**src/rtl/poe_cls_pkg.sv**
```systemverilog
package poe_cls_pkg;

  localparam int MAX_EVENTS = 6;
  localparam int CNT_W      = $clog2(MAX_EVENTS + 1);
  localparam int NUM_LVL    = 4;
  localparam int FLAG_W     = 4;

  // index of each level in the packed raw vector
  localparam int LV_REARM = 0;
  localparam int LV_MARK  = 1;
  localparam int LV_CLASS = 2;
  localparam int LV_POWER = 3;

  typedef enum logic [2:0] {
    RG_NONE,
    RG_MARK,
    RG_CLASS,
    RG_POWER,
    RG_REARM
  } region_t;

  typedef enum logic [1:0] {
    TS_ARMED,
    TS_CLASS,
    TS_MARK,
    TS_ENDED
  } track_t;

  // event count to cumulative thermometer flags; five maps like four
  function automatic logic [FLAG_W-1:0] count_to_flags(input logic [CNT_W-1:0] n);
    logic [FLAG_W-1:0] f;
    case (n)
      3'd2:          f = 4'b0001;
      3'd3:          f = 4'b0011;
      3'd4, 3'd5:    f = 4'b0111;
      3'd6, 3'd7:    f = 4'b1111;
      default:       f = 4'b0000;
    endcase
    return f;
  endfunction

endpackage

```
**src/rtl/poe_level_filter.sv**
```systemverilog
module poe_level_filter #(
  parameter int DEB_CYCLES = 4
) (
  input  logic clk,
  input  logic rst_n,
  input  logic raw_in,
  output logic level_q
);
  localparam int DW = (DEB_CYCLES < 2) ? 1 : $clog2(DEB_CYCLES);
  localparam logic [DW-1:0] LAST = DW'(DEB_CYCLES - 1);

  logic [DW-1:0] run_q;

  always_ff @(posedge clk or negedge rst_n) begin
    if (!rst_n) begin
      run_q   <= '0;
      level_q <= 1'b0;
    end else if (raw_in == level_q) begin
      run_q <= '0;
    end else if (run_q == LAST) begin
      run_q   <= '0;
      level_q <= raw_in;
    end else begin
      run_q <= run_q + 1'b1;
    end
  end
endmodule

```
**src/rtl/poe_event_tracker.sv**
```systemverilog
module poe_event_tracker
  import poe_cls_pkg::*;
(
  input  logic             clk,
  input  logic             rst_n,
  input  region_t          region,
  output logic [CNT_W-1:0] evt_count,
  output track_t           track_st,
  output logic             latch_now
);
  localparam logic [CNT_W-1:0] CNT_MAX = CNT_W'(MAX_EVENTS);

  track_t           st_q, st_d;
  logic [CNT_W-1:0] cnt_q, cnt_d;

  always_comb begin
    st_d      = st_q;
    cnt_d     = cnt_q;
    latch_now = 1'b0;
    case (region)
      RG_REARM: begin
        st_d  = TS_ARMED;
        cnt_d = '0;
      end
      RG_POWER: begin
        if (st_q != TS_ENDED) begin
          latch_now = 1'b1;
          st_d      = TS_ENDED;
        end
      end
      RG_CLASS: begin
        if (st_q == TS_ARMED || st_q == TS_MARK) begin
          st_d  = TS_CLASS;
          cnt_d = (cnt_q == CNT_MAX) ? CNT_MAX : cnt_q + 1'b1;
        end
      end
      RG_MARK: begin
        if (st_q == TS_CLASS) st_d = TS_MARK;
      end
      default: ;
    endcase
  end

  always_ff @(posedge clk or negedge rst_n) begin
    if (!rst_n) begin
      st_q  <= TS_ARMED;
      cnt_q <= '0;
    end else begin
      st_q  <= st_d;
      cnt_q <= cnt_d;
    end
  end

  assign evt_count = cnt_q;
  assign track_st  = st_q;
endmodule

```
**src/rtl/poe_flag_encoder.sv**
```systemverilog
module poe_flag_encoder
  import poe_cls_pkg::*;
(
  input  logic              clk,
  input  logic              rst_n,
  input  logic              clear,
  input  logic              latch_now,
  input  logic [CNT_W-1:0]  evt_count,
  output logic [FLAG_W-1:0] flags_q
);
  always_ff @(posedge clk or negedge rst_n) begin
    if (!rst_n)         flags_q <= '0;
    else if (clear)     flags_q <= '0;
    else if (latch_now) flags_q <= count_to_flags(evt_count);
  end
endmodule

```
**src/rtl/poe_class_counter.sv**
```systemverilog
module poe_class_counter
  import poe_cls_pkg::*;
#(
  parameter int DEB_CYCLES = 4
) (
  input  logic       clk,
  input  logic       rst_n,
  input  logic       in_rearm_rgn,
  input  logic       in_mark_rgn,
  input  logic       in_class_rgn,
  input  logic       in_power_ok,
  output logic [3:0] id_flags
);
  logic [NUM_LVL-1:0] raw_lvl;
  logic [NUM_LVL-1:0] filt_lvl;
  region_t            region;
  logic [CNT_W-1:0]   evt_count;
  track_t             track_st;
  logic               latch_now;
  logic               flag_clear;

  assign raw_lvl[LV_REARM] = in_rearm_rgn;
  assign raw_lvl[LV_MARK]  = in_mark_rgn;
  assign raw_lvl[LV_CLASS] = in_class_rgn;
  assign raw_lvl[LV_POWER] = in_power_ok;

  for (genvar g = 0; g < NUM_LVL; g++) begin : g_filt
    poe_level_filter #(.DEB_CYCLES(DEB_CYCLES)) u_filt (
      .clk     (clk),
      .rst_n   (rst_n),
      .raw_in  (raw_lvl[g]),
      .level_q (filt_lvl[g])
    );
  end

  // fixed priority: re-arm, power, class, mark
  always_comb begin
    if      (filt_lvl[LV_REARM]) region = RG_REARM;
    else if (filt_lvl[LV_POWER]) region = RG_POWER;
    else if (filt_lvl[LV_CLASS]) region = RG_CLASS;
    else if (filt_lvl[LV_MARK])  region = RG_MARK;
    else                         region = RG_NONE;
  end

  poe_event_tracker u_track (
    .clk       (clk),
    .rst_n     (rst_n),
    .region    (region),
    .evt_count (evt_count),
    .track_st  (track_st),
    .latch_now (latch_now)
  );

  assign flag_clear = (region == RG_REARM) || !filt_lvl[LV_POWER];

  poe_flag_encoder u_enc (
    .clk       (clk),
    .rst_n     (rst_n),
    .clear     (flag_clear),
    .latch_now (latch_now),
    .evt_count (evt_count),
    .flags_q   (id_flags)
  );
endmodule

```
**config.mk**
```make
export PLATFORM = sky130hd
export DESIGN_NAME = poe_class_counter
export DESIGN_NICKNAME = d
export VERILOG_FILES = /design/src/rtl/poe_cls_pkg.sv /design/src/rtl/poe_level_filter.sv /design/src/rtl/poe_event_tracker.sv /design/src/rtl/poe_flag_encoder.sv /design/src/rtl/poe_class_counter.sv
export SDC_FILE = /design/constraint.sdc
export NUM_CORES = 1
export LEC_CHECK = 0
export CORE_UTILIZATION = 50
export DETAILED_ROUTE_END_ITERATION = 16
export DONT_BUFFER_PORTS = 1
export GPL_ROUTABILITY_DRIVEN = 0
export HOLD_SLACK_MARGIN = 0.02
export MAX_ROUTING_LAYER = met4
export PLACE_DENSITY = 0.68
export REMOVE_ABC_BUFFERS = 1
export SKIP_CTS_REPAIR_TIMING = 1
export SLEW_MARGIN = 25
export SYNTH_ARGS = -nofsm -noshare
export SYNTH_HDL_FRONTEND = slang
export SYNTH_HIERARCHICAL = 1
export SYNTH_SLANG_ARGS = --single-unit
```
**constraint.sdc**
```tcl
create_clock -name clk -period 1.5 [get_ports clk]
set_input_delay 0.3 -clock clk [delete_from_list [all_inputs] [get_ports clk]]
set_output_delay 0.3 -clock clk [all_outputs]
set_load 0.02 [all_outputs]
```
Word level (Yosys, flattened, before mapping)
Index checks and enable logic that the tools add are counted.
Storage, ports and cells
  bits of input ports: 6
  register bits: 21
Operators by class
  bitwise gates (word level): 4
  equality and inequality tests: 24
  reductions and logical operators: 15
  multiplexer cells: 24
  add/subtract/negate cells: 5
Operator list (count)
  2-bit two-way mux: 13
  4-bit case mux with 4 select lines: 1
  3-bit equality test, second input constant: 5
  3-bit by 2-bit equality test with 1-bit output, second input constant: 4
  2-bit equality test, second input constant: 5
  2-bit AND reduction: 5
  3-bit two-way mux: 3
  2-bit by 1-bit adder with 2-bit output, second input constant: 4
  4-bit two-way mux: 2
  2-bit case mux with 4 select lines: 1
  2-bit by 1-bit != test with 1-bit output, second input constant: 3
  3-bit case mux with 2 select lines: 1
  1-bit equality test: 4
  1-bit NOT: 4
  4-bit AND reduction: 1
  2-bit nonzero test: 2
  4-bit nonzero test: 1
  2-bit OR reduction: 2
  3-bit by 1-bit adder with 3-bit output, second input constant: 1
  3-bit by 1-bit equality test with 1-bit output, second input constant: 1
  1-bit two-way mux: 3
  2-bit by 1-bit equality test with 1-bit output, second input constant: 1
  2-bit zero test: 1
  1-bit logical OR: 2
  other kinds (2): 2

Logic depth before layout (Yosys ltp)
  depth in word-level cells: 8
  gate-level depth with buffers: 8

Modules after synthesis
Netlist, hierarchy kept.
Modules (own cells, without submodules)
  poe_level_filter: sequential area each 75.1 µm², area each 123.9 µm², times used 4, cells each 8
  poe_event_tracker: sequential area each 125.1 µm², area each 334.1 µm², times used 1, cells each 33
  poe_flag_encoder: sequential area each 100.1 µm², area each 166.4 µm², times used 1, cells each 16
  poe_class_counter: sequential area each 0.0 µm², area each 32.5 µm², times used 1, cells each 6

Worst setup path before layout
Ideal clock, no wire load.
  path kind: reg-to-reg
  start point: register g_filt[0].u_filt.level_q
  end point: register u_enc.flags_q[2]
  slack: -0.082 ns
  period minus slack after synthesis: 1.582 ns
  data arrival time: 1.462 ns
  path buffers: 1
  data required time: 1.379 ns
  stages on the path, launching flop included: 7
  cells stage by stage: dfrtp_1 -> nor2_1 -> nand3b_1 -> a21oi_1 -> clkbuf_2 -> mux2i_1 -> nor2_1
On the way
  longest elaborated chain between the ends: 4
  elaborated cells on any way between the ends: 7
  classes of those cells: eq/ne: 2; mux: 3; reduce/logical: 2
RTL lines
  start: declaration: RTL line poe_level_filter.sv:7  | output logic level_q
  start signal: assignment: RTL line poe_level_filter.sv:22  | level_q <= raw_in;
  3-bit two-way mux: RTL line poe_class_counter.sv:38  | if (filt_lvl[LV_REARM]) region = RG_REARM;
  via region[1]: RTL line poe_class_counter.sv:16  | region_t region;
  3-bit by 2-bit equality test with 1-bit output: RTL line poe_event_tracker.sv:20  | case (region)
  1-bit two-way mux: RTL line poe_event_tracker.sv:20
  via latch_now: RTL line poe_class_counter.sv:19  | logic latch_now;
  2-bit nonzero test (no line)
  end signal: assignment: RTL line poe_flag_encoder.sv:14  | else if (latch_now) flags_q <= count_to_flags(evt_count);
  end: declaration: RTL line poe_flag_encoder.sv:9  | output logic [FLAG_W-1:0] flags_q
The timed path passes the listed nets, and every way through them passes these cells.
A chain may end at the register's enable or synchronous reset.

Final worst setup path
  start point: register g_filt[3].u_filt.level_q
  end point: register u_track.cnt_q[1], in the netlist u_track/evt_count[1]
On the way
  longest elaborated chain between the ends: 5
  elaborated cells on any way between the ends: 8
  classes of those cells: eq/ne: 3; mux: 3; reduce/logical: 2
RTL lines
  start: declaration: RTL line poe_level_filter.sv:7
  start signal: assignment: RTL line poe_level_filter.sv:22
  2-bit two-way mux *: RTL line poe_class_counter.sv:39  | else if (filt_lvl[LV_POWER]) region = RG_POWER;
  3-bit two-way mux *: RTL line poe_class_counter.sv:38
  via region[1]: RTL line poe_class_counter.sv:16
  3-bit by 2-bit equality test with 1-bit output / 3-bit equality test (equally long branches): RTL line poe_event_tracker.sv:20
  2-bit by 1-bit != test with 1-bit output (no line) / 2-bit nonzero test (equally long branches)
  2-bit AND reduction (no line)
  end signal: assignment: RTL line poe_event_tracker.sv:50  | cnt_q <= cnt_d;
  end: declaration: RTL line poe_event_tracker.sv:14  | logic [CNT_W-1:0] cnt_q, cnt_d;
Mark *: on every way through the listed nets, which the timed path passes. The rest lies on a longest branch.

==> results.json <==
{
  "critPathSlowestCell": "dfrtp_1",
  "grt_max_degree": 22,
  "coreArea_um2": 1940,
  "rsz0062_at_grt": "yes",
  "status": "completed",
  "use_met1_pct": 22.5,
  "grt_use_met2_pct": 23.3,
  "cp_top_family": "simple AND/OR/NAND/NOR gates",
  "layout-drive-gt1-share_pct": 35.6,
  "portBuffers": 0,
  "post-route-util_pct": 64.6,
  "ys_seq_area_share_pct": 51.1,
  "dp.cells": 123,
  "die_w_um": 47.4,
  "syn_to_final_growth_pct": 21.9,
  "post-dp-hpwl_mm": 1.15,
  "worstMarginPinSlew_ps": 307,
  "drcViolationCount": 0,
  "drtAntennaViolNets": 0,
  "vdd_drop_max_uv": 1070,
  "h-tree-depth": 1,
  "hold_violations": 0,
  "ys_top_cells_by_area": "dfrtp_1, ha_1, mux2_2",
  "cts_root_buf": "clkbuf_4",
  "dieArea_um2": 2240,
  "grt-ovfl-total": 0,
  "multi_input_area_um2": 523,
  "maxSlewHeadroom_pct": 79.5,
  "cap_viol_max_count": 0,
  "cts_num_sinks": 21,
  "reg2regPathDepth": 6,
  "hold-worst-slack_ps": 140,
  "netlist_instances": 87,
  "cpPeakStageDelay_ps": 430,
  "synth_top_area_share_pct": 51.1,
  "crit_cells": 6,
  "rows": 16,
  "synth_area_leader_cell": "dfrtp_1",
  "synth_seq_cells": 21,
  "reg2reg_slack_ps": 40,
  "min_from": "in_power_ok",
  "layout.cells.non_filler": 131,
  "nets": 117,
  "vias": 691,
  "diodes": 0,
  "syn_area_per_cell_um2": 11.8,
  "cts.path.max_buffers": 2,
  "nFillCells": 159,
  "synth_cell_types": 28,
  "cp-end-kind": "flip-flop",
  "numCtsBuffers": 3,
  "hold_path_class": "in -> reg",
  "crit_buf_inv": 1,
  "gr-usage-all-layers_pct": 15.9,
  "regArea_um2": 527,
  "viasPerCell": 5.27,
  "reg2reg_to": "u_track/evt_count[1]",
  "first_global_vias": 567,
  "holdPathStages": 1,
  "cp-start-kind": "flip-flop",
  "finalWirelength_mm": 1.69,
  "arrival_ps": 1670,
  "ys_warn_count": 6,
  "grt-busiest-layer": "met2",
  "power.leakage_nw": 0.557,
  "worstPathMaxFanout": 5,
  "synth_area_um2": 1030,
  "power.density_nw_per_um2": 2000,
  "fmax_mhz": 684,
  "crit_type": "reg -> reg",
  "fin_skew_ps": 1.37,
  "finalCritPeriodShare_pct": 97.4,
  "r2r_start": "g_filt[3].u_filt/level_q",
  "antenna_found_initial": 0,
  "tns_ps": 0,
  "grt_pass1_wl_mm": 2.42,
  "first_pass_iters": 4,
  "hold_end": "g_filt[3].u_filt/level_q",
  "crit_chain": "nor2_1 -> nor2_4 -> buf_4 -> nor3b_2 -> nor2_2 -> a22o_1",
  "wl_per_cell_um": 12.9,
  "chipHeight_um": 47.4,
  "fin_crit_ps": 1460,
  "setup_viol": 0,
  "num_io_pins": 10,
  "worstSkewPairLatency_ps": 300,
  "cts_tree": "yes",
  "drt_iter0_drc": 10,
  "met3_usage_pct": 2.31,
  "clkTransAtPathRegs_ps": 120,
  "initial_core_util_pct": 53.0,
  "required_ps": 1700,
  "slew_viol_final": 0
}
-- synth_stat cells (all sizes together) --
cell type / number
xnor2: 4
mux2i: 1
mux2: 4
a31oi: 1
a22o: 2
dfrtp: 21
inv: 2
nand3b: 1
nor3b: 1
a21oi: 8
nor4b: 1
nor4bb: 1
nor2: 8
or3b: 2
a211oi: 3
o21ai: 2
ha: 6
nand2b: 3
clkbuf: 1
nor2b: 5
nor3: 5
nand2: 2
buf: 1
nand3: 1
o21a: 1
-- area by class of cell --
| cell class | count | share of cell area [%] |
|---|---|---|
| Clock buffer | 3 | 1.80 |
| Clock inverter | 1 | 0.399 |
| Inverter | 2 | 0.599 |
| Multi-Input combinational cell | 62 | 41.7 |
| Sequential cell | 21 | 42.0 |
| Tap cell | 27 | 2.69 |
| Timing Repair Buffer | 15 | 10.8 |
-- flip-flops by register name, indices dropped and copies added (netlist names) --
signal / flops
g_filt.u_filt/level_q: 4
u_enc/flags_q: 4
g_filt.u_filt/run_q: 8
u_track/track_st: 2
u_track/evt_count: 3
-- per-stage QoR --
| step | power [mW] | setup slack, ps | area (µm²) |
|---|---|---|---|
| after global placement | 2.01 | -14.6 | 1130 |
| after floorplan | 1.65 | -206 | 1020 |
| after detailed placement | 2.04 | -48.6 | 1130 |
| final | 2.51 | 38.7 | 1250 |
| after CTS | 2.32 | -79.3 | 1160 |
| after global routing | 2.69 | -36.8 | 1250 |
-- worst reg2reg max path, delay by kind of cell, from the launching register on --
family | cells | cell delay (ps)
AOI/OAI and AO/OA | 1 | 230
DFF | 1 | 430
buffers and inverters | 1 | 150
and+or+nand+nor | 4 | 570
-- worst max path at each step --
stage | slack (ps) | to | start
finish | 40 | u_track/evt_count[1] | g_filt[3].u_filt/level_q
global route | -40 | u_enc/flags_q[2] | g_filt[2].u_filt/level_q
CTS | -80 | u_track/evt_count[2] | g_filt[0].u_filt/level_q
detailed placement | -50 | u_track/evt_count[2] | g_filt[0].u_filt/level_q
global placement | -10 | u_track/evt_count[2] | g_filt[0].u_filt/level_q
floorplan | -210 | u_enc/flags_q[2] | g_filt[2].u_filt/level_q
-- per-layer routing --
layer / part of all wire, % / up-vias
li1: - / 342
met1: 48 / 341
met2: 50 / 6
met3: 2.0 / 2
met4: 0.47 / 0
met5: 0 / -
-- cells by family after synthesis --
logic type | after synthesis | share of synthesized area (%)
simple gates | 30 | 20.3
flops | 21 | 51.1
compound gates | 17 | 10.6
fa+ha+maj | 6 | 7.30
mux | 5 | 5.35
xor+xnor | 4 | 3.41
buf+inv | 4 | 1.95
-- cells in the final DEF, fill, tap and decap left out, types with 2 or more instances in the layout --
master | Yosys | final
nand2b_1 | 3 | 2
buf_4 | 1 | 11
nor3_2 | 4 | 4
ha_1 | 6 | 6
or3b_1 | 2 | 2
inv_1 | 2 | 2
dfrtp_1 | 21 | 20
buf_6 | 0 | 2
o21ai_0 | 2 | 2
clkbuf_4 | 0 | 3
a211oi_1 | 3 | 2
mux2_2 | 4 | 4
a21oi_1 | 7 | 6
nand2_1 | 2 | 2
nor2b_1 | 5 | 5
xnor2_1 | 4 | 4
nor2_1 | 8 | 6
-- report_power, final --
part           total (mW)  leakage (nW)  switching [mW]  internal, mW
logic                1.24         0.268           0.543         0.696
clock network       0.276        0.0177           0.177        0.0993
registers           0.998         0.270           0.228         0.770
total                2.51         0.557           0.948          1.57
(Power assumes the default switching activity.)
